$ cat src/rtl/cmos_pkg.sv
package cmos_pkg;

    typedef struct packed {
        logic [6:0] year;
        logic [3:0] mon;
        logic [4:0] day;
        logic [2:0] wday;
        logic [4:0] hour;
        logic [5:0] min;
        logic [5:0] sec;
    } cal_t;

    // binary 0..99 to packed two-digit BCD
    function automatic logic [7:0] bin2bcd(input logic [6:0] v);
        logic [6:0] tens;
        logic [6:0] ones;
        tens = v / 7'd10;
        ones = v % 7'd10;
        return {tens[3:0], ones[3:0]};
    endfunction

    // last day of a month; leap February when year is a multiple of four
    function automatic logic [4:0] month_len(input logic [3:0] mon, input logic [6:0] year);
        case (mon)
            4'd2:                    month_len = (year[1:0] == 2'd0) ? 5'd29 : 5'd28;
            4'd4, 4'd6, 4'd9, 4'd11: month_len = 5'd30;
            default:                 month_len = 5'd31;
        endcase
    endfunction

endpackage

$ cat src/rtl/cmos_calendar.sv
module cmos_calendar
    import cmos_pkg::*;
(
    input  logic clk,
    input  logic rst_n,
    input  cal_t preset,
    input  logic advance,
    output cal_t cal
);

    cal_t cal_d, cal_q;

    always_comb begin
        cal_d = cal_q;
        if (advance) begin
            if (cal_q.sec == 6'd59) begin
                cal_d.sec = 6'd0;
                if (cal_q.min == 6'd59) begin
                    cal_d.min = 6'd0;
                    if (cal_q.hour == 5'd23) begin
                        cal_d.hour = 5'd0;
                        cal_d.wday = (cal_q.wday == 3'd6) ? 3'd0 : cal_q.wday + 3'd1;
                        if (cal_q.day >= month_len(cal_q.mon, cal_q.year)) begin
                            cal_d.day = 5'd1;
                            if (cal_q.mon == 4'd12) begin
                                cal_d.mon  = 4'd1;
                                cal_d.year = (cal_q.year == 7'd99) ? 7'd0 : cal_q.year + 7'd1;
                            end else begin
                                cal_d.mon = cal_q.mon + 4'd1;
                            end
                        end else begin
                            cal_d.day = cal_q.day + 5'd1;
                        end
                    end else begin
                        cal_d.hour = cal_q.hour + 5'd1;
                    end
                end else begin
                    cal_d.min = cal_q.min + 6'd1;
                end
            end else begin
                cal_d.sec = cal_q.sec + 6'd1;
            end
        end
    end

    always_ff @(posedge clk) begin
        if (!rst_n) cal_q <= preset;
        else        cal_q <= cal_d;
    end

    assign cal = cal_q;

    // time moves only on an accepted tick
    a_r11_time_hold: assert property (@(posedge clk) disable iff (!rst_n)
        !advance |=> cal_q == $past(cal_q));

    // seconds stay legal
    a_r5_sec_range: assert property (@(posedge clk) disable iff (!rst_n)
        cal_q.sec < 6'd60);

    // day never passes the month's end
    a_r6_day_range: assert property (@(posedge clk) disable iff (!rst_n)
        cal_q.day != 5'd0 && cal_q.day <= month_len(cal_q.mon, cal_q.year));

endmodule

$ cat src/rtl/cmos_fmt.sv
module cmos_fmt
    import cmos_pkg::*;
#(
    parameter int IDX_W = 7
) (
    input  cal_t             cal,
    input  logic [IDX_W-1:0] idx,
    input  logic             bin_mode,
    input  logic             mode_24h,
    output logic [7:0]       value
);

    localparam logic [IDX_W-1:0] SEC_IDX  = IDX_W'(0);
    localparam logic [IDX_W-1:0] MIN_IDX  = IDX_W'(2);
    localparam logic [IDX_W-1:0] HOUR_IDX = IDX_W'(4);
    localparam logic [IDX_W-1:0] WDAY_IDX = IDX_W'(6);
    localparam logic [IDX_W-1:0] DAY_IDX  = IDX_W'(7);
    localparam logic [IDX_W-1:0] MON_IDX  = IDX_W'(8);
    localparam logic [IDX_W-1:0] YEAR_IDX = IDX_W'(9);

    logic [4:0] hour_disp;
    logic [6:0] raw;
    logic       pm;

    always_comb begin
        if (mode_24h)               hour_disp = cal.hour;
        else if (cal.hour == 5'd0)  hour_disp = 5'd12;
        else if (cal.hour > 5'd12)  hour_disp = cal.hour - 5'd12;
        else                        hour_disp = cal.hour;
        pm = !mode_24h && (cal.hour >= 5'd12);
    end

    always_comb begin
        case (idx)
            SEC_IDX:  raw = 7'(cal.sec);
            MIN_IDX:  raw = 7'(cal.min);
            HOUR_IDX: raw = 7'(hour_disp);
            WDAY_IDX: raw = 7'(cal.wday) + 7'd1;
            DAY_IDX:  raw = 7'(cal.day);
            MON_IDX:  raw = 7'(cal.mon);
            YEAR_IDX: raw = cal.year;
            default:  raw = 7'd0;
        endcase
        value = bin_mode ? {1'b0, raw} : bin2bcd(raw);
        if (idx == HOUR_IDX && pm) value[7] = 1'b1;
    end

endmodule

$ cat src/rtl/cmos_nvram.sv
module cmos_nvram #(
    parameter int DEPTH     = 114,
    parameter int AW        = 7,
    parameter int CENT_ADDR = 36
) (
    input  logic          clk,
    input  logic          rst_n,
    input  logic          we,
    input  logic [AW-1:0] addr,
    input  logic [7:0]    wdata,
    input  logic [7:0]    century,
    output logic [7:0]    rdata
);

    logic [7:0] mem_d [DEPTH];
    logic [7:0] mem_q [DEPTH];
    logic       in_range;

    assign in_range = int'(addr) < DEPTH;

    always_comb begin
        mem_d = mem_q;
        if (we && in_range) mem_d[addr] = wdata;
    end

    always_ff @(posedge clk) begin
        if (!rst_n) begin
            for (int i = 0; i < DEPTH; i++)
                mem_q[i] <= (i == CENT_ADDR) ? century : 8'h00;
        end else begin
            mem_q <= mem_d;
        end
    end

    assign rdata = in_range ? mem_q[addr] : 8'h00;

endmodule

$ cat src/rtl/cmos_clock_regs.sv
module cmos_clock_regs
    import cmos_pkg::*;
#(
    parameter int IDX_W       = 7,
    parameter int RAM_BASE    = 14,
    parameter int CENTURY_IDX = 50
) (
    input  logic       clk,
    input  logic       rst_n,
    input  logic       io_port,
    input  logic       io_rd,
    input  logic       io_wr,
    input  logic [2:0] io_size,
    input  logic [7:0] io_wdata,
    output logic [7:0] io_rdata,
    output logic       io_err,
    input  logic       tick_1hz,
    input  logic [5:0] preset_sec,
    input  logic [5:0] preset_min,
    input  logic [4:0] preset_hour,
    input  logic [2:0] preset_wday,
    input  logic [4:0] preset_day,
    input  logic [3:0] preset_mon,
    input  logic [6:0] preset_year,
    input  logic [7:0] preset_century
);

    localparam int RAM_DEPTH = (1 << IDX_W) - RAM_BASE;
    localparam int RAM_AW    = $clog2(RAM_DEPTH);
    localparam logic [IDX_W-1:0] IX_ALM_S = IDX_W'(1);
    localparam logic [IDX_W-1:0] IX_ALM_M = IDX_W'(3);
    localparam logic [IDX_W-1:0] IX_ALM_H = IDX_W'(5);
    localparam logic [IDX_W-1:0] IX_STA   = IDX_W'(10);
    localparam logic [IDX_W-1:0] IX_STB   = IDX_W'(11);
    localparam logic [IDX_W-1:0] IX_STC   = IDX_W'(12);
    localparam logic [IDX_W-1:0] IX_STD   = IDX_W'(13);
    localparam logic [IDX_W-1:0] IX_RAM   = IDX_W'(RAM_BASE);
    localparam int B_BIN  = 2;
    localparam int B_24H  = 1;
    localparam int B_PIE  = 6;
    localparam int B_HALT = 7;
    localparam logic [7:0] STB_RESET = 8'h02;
    localparam logic [7:0] STD_VALUE = 8'h80;

    typedef struct packed {
        logic [IDX_W-1:0] idx;
        logic [7:0]       stat_a;
        logic [7:0]       stat_b;
        logic [7:0]       alm_s;
        logic [7:0]       alm_m;
        logic [7:0]       alm_h;
        logic [7:0]       rdata;
        logic             err;
    } regs_t;

    regs_t r_d, r_q;
    cal_t  preset, cal;
    logic  size_ok, access, advance, ram_we, is_ram;
    logic [7:0] fmt_val, ram_rdata, rd_mux;
    logic [RAM_AW-1:0] ram_addr;

    assign preset = '{year: preset_year, mon: preset_mon, day: preset_day,
                      wday: preset_wday, hour: preset_hour, min: preset_min,
                      sec: preset_sec};

    assign size_ok  = io_size == 3'd1;
    assign access   = io_rd || io_wr;
    assign advance  = tick_1hz && !r_q.stat_b[B_HALT];
    assign is_ram   = r_q.idx >= IX_RAM;
    assign ram_addr = RAM_AW'(r_q.idx - IX_RAM);
    assign ram_we   = io_wr && io_port && size_ok && is_ram;

    cmos_calendar u_cal (
        .clk     (clk),
        .rst_n   (rst_n),
        .preset  (preset),
        .advance (advance),
        .cal     (cal)
    );

    cmos_fmt #(.IDX_W(IDX_W)) u_fmt (
        .cal      (cal),
        .idx      (r_q.idx),
        .bin_mode (r_q.stat_b[B_BIN]),
        .mode_24h (r_q.stat_b[B_24H]),
        .value    (fmt_val)
    );

    cmos_nvram #(
        .DEPTH     (RAM_DEPTH),
        .AW        (RAM_AW),
        .CENT_ADDR (CENTURY_IDX - RAM_BASE)
    ) u_ram (
        .clk     (clk),
        .rst_n   (rst_n),
        .we      (ram_we),
        .addr    (ram_addr),
        .wdata   (io_wdata),
        .century (preset_century),
        .rdata   (ram_rdata)
    );

    always_comb begin
        if (is_ram) begin
            rd_mux = ram_rdata;
        end else begin
            case (r_q.idx)
                IX_ALM_S: rd_mux = r_q.alm_s;
                IX_ALM_M: rd_mux = r_q.alm_m;
                IX_ALM_H: rd_mux = r_q.alm_h;
                IX_STA:   rd_mux = r_q.stat_a;
                IX_STB:   rd_mux = r_q.stat_b;
                IX_STC:   rd_mux = 8'h00;
                IX_STD:   rd_mux = STD_VALUE;
                default:  rd_mux = fmt_val;
            endcase
        end
    end

    always_comb begin
        r_d     = r_q;
        r_d.err = 1'b0;
        if (access && !size_ok) begin
            r_d.err = 1'b1;
        end else if (io_wr && !io_port) begin
            r_d.idx = io_wdata[IDX_W-1:0];
        end else if (io_wr) begin
            case (r_q.idx)
                IX_STA:   r_d.stat_a = io_wdata & 8'h7F;
                IX_STB: begin
                    if (io_wdata[B_PIE]) r_d.err = 1'b1;
                    else                 r_d.stat_b = io_wdata;
                end
                IX_ALM_S: r_d.alm_s = io_wdata;
                IX_ALM_M: r_d.alm_m = io_wdata;
                IX_ALM_H: r_d.alm_h = io_wdata;
                default:  ;
            endcase
        end else if (io_rd && !io_port) begin
            r_d.rdata = 8'hFF;
        end else if (io_rd) begin
            r_d.rdata = rd_mux;
        end
    end

    always_ff @(posedge clk) begin
        if (!rst_n) begin
            r_q <= '{idx: '0, stat_a: 8'h00, stat_b: STB_RESET, alm_s: 8'h00,
                     alm_m: 8'h00, alm_h: 8'h00, rdata: 8'h00, err: 1'b0};
        end else begin
            r_q <= r_d;
        end
    end

    assign io_rdata = r_q.rdata;
    assign io_err   = r_q.err;

    // wrong-size access flags an error
    a_r2_size_err: assert property (@(posedge clk) disable iff (!rst_n)
        access && !size_ok |=> io_err);

    // forbidden status B value leaves status B alone
    a_r9_pie_reject: assert property (@(posedge clk) disable iff (!rst_n)
        io_wr && io_port && size_ok && r_q.idx == IX_STB && io_wdata[B_PIE]
        |=> $stable(r_q.stat_b) && io_err);

    // index port reads all ones
    a_r1_index_read: assert property (@(posedge clk) disable iff (!rst_n)
        io_rd && !io_wr && !io_port && size_ok |=> io_rdata == 8'hFF);

    // status C reads zero
    a_r10_stat_c: assert property (@(posedge clk) disable iff (!rst_n)
        io_rd && !io_wr && io_port && size_ok && r_q.idx == IX_STC |=> io_rdata == 8'h00);

endmodule

$ cat config.mk
export PLATFORM = sky130hd
export DESIGN_NAME = cmos_clock_regs
export DESIGN_NICKNAME = d
export VERILOG_FILES = /design/src/rtl/cmos_pkg.sv /design/src/rtl/cmos_calendar.sv /design/src/rtl/cmos_fmt.sv /design/src/rtl/cmos_nvram.sv /design/src/rtl/cmos_clock_regs.sv
export SDC_FILE = /design/constraint.sdc
export NUM_CORES = 2
export LEC_CHECK = 0
export BUFFER_PORTS_ARGS = -buffer_cell sky130_fd_sc_hd__clkbuf_2
export CAP_MARGIN = 5
export CORE_ASPECT_RATIO = 0.9
export CORE_MARGIN = 2
export CORE_UTILIZATION = 46
export DETAILED_ROUTE_END_ITERATION = 8
export SYNTH_ARGS = -nofsm -noshare
export SYNTH_HDL_FRONTEND = slang
export SYNTH_SLANG_ARGS = --single-unit
$ cat constraint.sdc
create_clock -name clk -period 5.4 [get_ports clk]
set_input_delay 1.08 -clock clk [delete_from_list [all_inputs] [get_ports clk]]
set_output_delay 1.08 -clock clk [all_outputs]
set_load 0.1 [all_outputs]
=== Yosys cells after proc, flatten, opt, wreduce, memory -nomap -nowiden ===
Cells that the tools add are included.
W data, S select, Z words.

* Register bits after elaboration: 1,002
* Input bits: 61
* Output and inout port bits: 9
* Logic and storage cells: 262

* $add $sub $neg: 10
* Divide/modulo/power cells: 2
* Magnitude comparators: 7
* Eq/ne operators: 32
* Multiplexer cells: 44
* Bitwise operators: 5
* Reductions and logical operators: 33

{| class="wikitable"
|+ Operator list
! cell !! number
|-
| $mux W624 || 2
|-
| $bwmux W912 || 1
|-
| $mux W36 || 2
|-
| $mux W8 || 8
|-
| $bmux W8 S7 || 1
|-
| $demux W8 S7 || 1
|-
| $pmux W8 S7 || 1
|-
| $pmux W7 S7 || 1
|-
| $mux W5 || 9
|-
| $eq A7 B4 Y1 const B || 6
|-
| $mux W30 || 1
|-
| $eq A7 B3 Y1 const B || 4
|-
| $mux W24 || 1
|-
| $reduce_and A4 Y1 || 6
|-
| $mux W19 || 1
|-
| $eq A7 B2 Y1 const B || 2
|-
| $mux W7 || 2
|-
| $ne A2 B1 Y1 const B || 7
|-
| $add A6 B1 Y6 const B || 2
|-
| $eq A4 B4 Y1 const B || 3
|-
| $eq A6 B6 Y1 const B || 2
|-
| $mux W6 || 2
|-
| $logic_and A1 B1 Y1 || 11
|-
| $mux W11 || 1
|-
| other kinds (40) || 56
|}

=== Longest topological paths before layout ===
* Depth in word-level cells: 14
* Mapped depth: 15
* Gate-level depth less buffers: 14

=== Hierarchy ===
From an unflattened synthesis, not the netlist that was laid out.

* Cell total of the unflattened synthesis: 5,782
* Area total of the unflattened synthesis: 48,890.6 um^2

{| class="wikitable"
|+ By module, submodules not included
! module !! times used !! cells each !! area an instance (um^2)
|-
| cmos_nvram || 1 || 5,138 || 42,762.3
|-
| cmos_clock_regs || 1 || 291 || 2,793.9
|-
| cmos_calendar || 1 || 197 || 2,220.9
|-
| cmos_fmt || 1 || 156 || 1,113.6
|}

=== Worst setup path before layout ===
No wires, ideal clock.

* Kind: reg-to-reg
* Start point: register u_cal.cal_q (netlist bit u_cal.cal[14])
* End point: register r_q (netlist bit io_rdata[2])
* Data arrival time: 3.375 ns
* Data required time: 5.275 ns
* Slack: 1.900 ns
* Cell stages (with the launch flop): 14
* Path buffers: 0
* Clock period less this slack: 3.500 ns
* Cells stage by stage: edfxtp_1 > ha_1 > nand2_1 > a211oi_1 > o31a_1 > nor2_1 > mux2i_1 > a221oi_2 > ha_1 > o21ai_1 > a221o_1 > a21oi_2 > a21oi_1 > o41a_1

* Cells in the longest elaborated chain, start to end: 11

{| class="wikitable"
|+ Ends and longest elaborated chain
! item !! line !! RTL
|-
| from (decl) || cmos_calendar.sv:11 || <nowiki>cal_t cal_d, cal_q;</nowiki>
|-
| from (signal assigned) || cmos_calendar.sv:47 || <nowiki>if (!rst_n) cal_q <= preset;</nowiki>
|-
| from (signal assigned) || cmos_calendar.sv:48 || <nowiki>else cal_q <= cal_d;</nowiki>
|-
| $sub A5 B4 Y5 or $gt A5 B4 Y1 (tied branches) || cmos_fmt.sv:28 || <nowiki>else if (cal.hour > 5'd12) hour_disp = cal.hour - 5'd12;</nowiki>
|-
| $mux W5 || cmos_fmt.sv:28 ||
|-
| $mux W5 || cmos_fmt.sv:27 || <nowiki>else if (cal.hour == 5'd0) hour_disp = 5'd12;</nowiki>
|-
| $mux W5 (*) || cmos_fmt.sv:26 || <nowiki>if (mode_24h) hour_disp = cal.hour;</nowiki>
|-
| $pmux W7 S7 (*) || cmos_fmt.sv:34 || <nowiki>case (idx)</nowiki>
|-
| $mod A7 B4 Y7 || cmos_pkg.sv:18 || <nowiki>ones = v % 7'd10;</nowiki>
|-
| $mux W8 (*) || cmos_fmt.sv:44 || <nowiki>value = bin_mode ? {1'b0, raw} : bin2bcd(raw);</nowiki>
|-
| $pmux W8 S7 (*) || cmos_clock_regs.sv:107 || <nowiki>case (r_q.idx)</nowiki>
|-
| $mux W8 (*) || cmos_clock_regs.sv:104 || <nowiki>if (is_ram) begin</nowiki>
|-
| $mux W8 (*) || cmos_clock_regs.sv:141 || <nowiki>end else if (io_rd) begin</nowiki>
|-
| $mux W8 (*) || cmos_clock_regs.sv:139 || <nowiki>end else if (io_rd && !io_port) begin</nowiki>
|-
| to (signal assigned) || cmos_clock_regs.sv:148 || <nowiki>r_q <= '{idx: '0, stat_a: 8'h00, stat_b: STB_RESET, alm_s: 8'h00,</nowiki>
|-
| to (signal assigned) || cmos_clock_regs.sv:151 || <nowiki>r_q <= r_d;</nowiki>
|-
| to (decl) || cmos_clock_regs.sv:56 || <nowiki>regs_t r_d, r_q;</nowiki>
|}

Every way passes the cells marked *; elsewhere a longest branch is shown, timed or not. The select of a mux whose other input is x is not followed.
A chain may end at the register's enable or synchronous reset.

=== Worst setup path in the final report ===
* Start point: register r_q[50] (netlist bit)
* End point: register u_ram.mem_q[340] (netlist bit)

* Cells in the longest elaborated chain, start to end: 7

{| class="wikitable"
|+ Ends and longest elaborated chain
! item !! line !! RTL
|-
| $sub A7 B4 Y7 || cmos_clock_regs.sv:70 || <nowiki>assign ram_addr = RAM_AW'(r_q.idx - IX_RAM);</nowiki>
|-
| $not A7 Y8 (not written as such) || cmos_nvram.sv:23 || <nowiki>if (we && in_range) mem_d[addr] = wdata;</nowiki>
|-
| $ge A8 B8 Y1 (not written as such) or $lt A8 B1 Y1 (tied branches) || cmos_nvram.sv:23 ||
|-
| $logic_and A1 B1 Y1 (not written as such) || cmos_nvram.sv:23 ||
|-
| $mux W8 (not written as such) || cmos_nvram.sv:23 ||
|-
| $demux W8 S7 || cmos_nvram.sv:23 ||
|-
| $bwmux W912 || cmos_nvram.sv:23 ||
|-
| to (signal, indexed assignment) || cmos_nvram.sv:29 || <nowiki>mem_q[i] <= (i == CENT_ADDR) ? century : 8'h00;</nowiki>
|-
| to (signal assigned) || cmos_nvram.sv:31 || <nowiki>mem_q <= mem_d;</nowiki>
|-
| to (decl) || cmos_nvram.sv:16 || <nowiki>logic [7:0] mem_q [DEPTH];</nowiki>
|}

Several ways; a longest one is shown, not always the timed one.

==> summary.txt <==
STA
  – Worst hold slack: 0.4521 ns
  – Slew margin rel.: 28.21%
  – Clock Skews: 0.02280 ns
  – Min cycle time layout: 4.676 ns
  – Setup TNS: 0 ns
  – Fmax achieved: 0.2138 GHz
  – Slew Limit Fails: 0
  – Crit share post-route: 86.60%
  – Final Hold Fails: 0
  – Least-Margin Pin Slew: 1.067 ns
  – RSZ-0062 raised after global routing: false
  – Final Setup Violations: 0

Worst setup path
  – Cells along the critical path: ha_1 -> a21oi_1 -> xnor2_1 -> nor2_1 -> a31oi_2 -> and3_1 -> nand2_4 -> buf_4 -> nor2_1 -> nand2_1 -> a21oi_1
  – Setup crit start kind: register
  – Worst Setup SP: r_q[50]
  – Worst EP required: 6.02 ns
  – Crit. path cell count: 11
  – Worst Path Buf+Inv: 1
  – Slowest cell on the critical path: dfxtp_4
  – Crit Path Class: register to register
  – Worst r2r path cells: 11
  – RR Startpoint: r_q[50]
  – Critical path arrival: 5.29 ns
  – Crit path to: u_ram.mem_q[340]
  – Nature of the critical path endpoint: register
  – Top Family by Delay on Critical Path: simple AND/OR/NAND/NOR gates
  – Crit path largest cell delay: 0.65 ns
  – Worst reg2reg path endpoint: u_ram.mem_q[340]
  – Reg2Reg Setup Slack: 0.72 ns
  – CP max FO: 53

GRT
  – Overflow after GRT: 0
  – Largest net degree at the start of global routing: 153
  – Initial antenna violation count: 0
  – Vias in the first global route: 37.59k
  – GR Util All Layers: 27.45%
  – First-pass GRT wire length: 227,300 um

Synth
  – Ys async rst share: 0%
  – Post-synthesis area per instance: 8.730 um2
  – Synth area leaders: dfxtp_1, mux4_2, a21oi_1, nand2_1, o21ai_0
  – Most common flop cell mapped by yosys: dfxtp_1
  – Yosys top cell area share: 41.43%
  – Yosys reg bits: 1,002
  – Yosys cell types: 86
  – Sequential element share of the synthesized area: 44.29%
  – YS warnings: 0
  – Number of flops mapped to enable cells by yosys: 44
  – Synth Net Count: 5,388
  – Post-Synthesis Cell Area: 0.04629 mm2
  – Yosys top cell by area: dfxtp_1
  – Syn Inst Count: 5,302

Detailed routing
  – First-pass iteration count of the detailed router: 6
  – DRT Wirelength: 146,600 um
  – Drc violations: 0
  – DR WL/cell: 22.48 um
  – Detail-routed via count per cell: 6.142
  – Total number of vias: 40.05k
  – Iter 0 DRT Violations: 4,236
  – DRT antenna net count: 0

Pwr
  – Power per cell area: 304.1 mW/mm2
  – Leak Pwr: 15.97 nW
  – Sw power: 3.675 mW
  – Peak VDD IR: 0.0002815 V
  – Overall Power: 15.54 mW
  – Int Power: 11.86 mW
  – Clk pwr share: 47.3%
  – Seq pwr share: 48.3%
  – Comb power frac: 4.5%
  – Sw Ratio: 23.65%

Finish
  – Design Area, Final: 0.05109 mm2
  – Most frequent cells in the layout: nand2_1, dfxtp_1, a21oi_1
  – P&R area growth vs syn: 10.39%
  – Share of cells above drive strength 1: 14.42%
  – Most common cell after layout, fill and taps aside: nand2_1
  – Final net count: 5,176
  – Util after Layout: 51.13%

Outcome
  – Status: finished, final reports clean

Floorplanning
  – Die Width: 338.4 um
  – Core area: 0.09992 mm2
  – Initial Util: 46.32%
  – Row count: 110
  – DIE AREA: 0.1032 mm2
  – I/O pins: 70
  – Die height: 304.9 um

Clock network
  – Buffer levels on the longest clock path: 3
  – Post-CTS setup buffers: 0
  – CTS tree: yes
  – # resized after CTS: 0
  – Hold Buf Count CTS: 0
  – Root Buffer: clkbuf_16
  – Clock buffer count from CTS: 104
  – CTS clk-pin slew, worst paths: 0.06 ns
  – Clk Latency, worst-skew pair: 0.70 ns
  – CTS sink cnt: 1,002
  – H-Tree Level Count: 3

Hold path
  – Worst Hold Class: register to register
  – WHS Path Cells: 2

Placement
  – Routability Congestion: 0.8481
  – PortBufs: 69
  – Area after DPL: 0.04762 mm2
  – Post-DP HPWL: 88,080 um

Job
  – Maxcap violations: 0
==> how the worst min path moves through the flow <==
stage                     slack [ns]          endpoint             start
after global routing            0.47  u_ram.mem_q[424]  u_ram.mem_q[424]
final                           0.45  u_ram.mem_q[424]  u_ram.mem_q[424]
after floorplan                 0.43  u_ram.mem_q[104]  u_ram.mem_q[104]
after detailed placement        0.44  u_ram.mem_q[552]  u_ram.mem_q[552]
after CTS                       0.45  u_ram.mem_q[552]  u_ram.mem_q[552]
after global placement          0.44  u_ram.mem_q[141]  u_ram.mem_q[141]
==> through the flow <==
stage / worst slack, ns / cells
2_1_floorplan: 1.900 / 5302
4_1_cts: 0.8231 / 6519
5_1_grt: 0.4498 / 6519
6_report: 0.7235 / 6520
3_3_place_gp: 0.9853 / 6328
3_5_place_dp: 0.8521 / 6328
==> worst min-delay path, cell delays in order (launching register included) <==
cell	delay [ns]
dfxtp_1	0.31
nand2_1	0.05
a21oi_1	0.05
==> cell families (layout without fill, tap and decap cells) <==
| group | Yosys count | in the layout | share of synthesized area, % |
|---|---|---|---|
| AOI/OAI and AO/OA | 1823 | 1823 | 20.65 |
| and+or+nand+nor | 1512 | 1512 | 13.65 |
| DFF | 1002 | 1002 | 44.29 |
| buffers and inverters | 546 | 419 | 4.847 |
| muxes | 371 | 371 | 15.43 |
| adders and majority gates | 25 | 25 | 0.6758 |
| xor gates and xnor gates | 23 | 23 | 0.4677 |
| other | 0 | 1 | 0 |
==> routing by layer <==
layer | global-route usage [%] | share of wire [%] | wire (um) | up-vias
met5 | 0 | 0 | 0 | -
met4 | 7.090 | 2.2 | 3165 | 0
met3 | 3.362 | 7.4 | 10820 | 203
met2 | 42.74 | 46 | 66880 | 1572
met1 | 40.36 | 45 | 65730 | 19870
li1 | - | - | - | 18410
==> synth_stat cells, types with 5 or more instances <==
cell / number
and3_1: 11
nand3_1: 197
buf_1: 67
a222oi_1: 5
a22oi_1: 10
nor2_1: 152
o21ai_1: 7
nand3b_1: 5
mux2i_1: 89
buf_4: 24
xor2_1: 9
a21oi_1: 927
a211oi_1: 5
o22ai_1: 6
nor3_1: 20
nand4_1: 10
and2_1: 9
buf_2: 59
a31oi_1: 18
nor2_2: 37
clkbuf_1: 369
nand2_1: 1031
o21ai_0: 761
xnor2_1: 12
mux4_2: 273
mux2_2: 8
a221oi_1: 5
a22o_1: 9
o2111ai_1: 8
inv_1: 22
nor2_4: 6
ha_1: 25
dfxtp_1: 958
o2bb2ai_1: 15
edfxtp_1: 44
==> power groups by stage <==
| stage | clock network, mW | registers, mW | logic (mW) |
|---|---|---|---|
| 2_1_floorplan | 0 | 7.65 | 0.453 |
| 3_3_place_gp | 0 | 7.67 | 0.677 |
| 3_5_place_dp | 0 | 7.67 | 0.677 |
| 4_1_cts | 7.43 | 7.50 | 0.678 |
| 5_1_grt | 7.71 | 7.50 | 0.733 |
| 6_report | 7.35 | 7.50 | 0.692 |
==> layout make-up <==
cell class | instances | area, um2
Fill cell | 9395 | 48830
Multi-Input combinational cell | 3754 | 23690
Sequential cell | 1002 | 20510
Clock buffer | 159 | 3153
Tap cell | 1344 | 1682
Timing Repair Buffer | 205 | 1649
Clock inverter | 32 | 315.3
Inverter | 23 | 93.84
Antenna cell | 1 | 2.502
==> state kept, by name, summed over array words and instances, names as in the netlist <==
| signal | cells |
|---|---|
| u_ram.mem_q | 912 |
| r_q | 45 |
| u_cal.cal | 36 |
| io_rdata | 8 |
| io_err | 1 |
(Power assumes the default switching activity.)
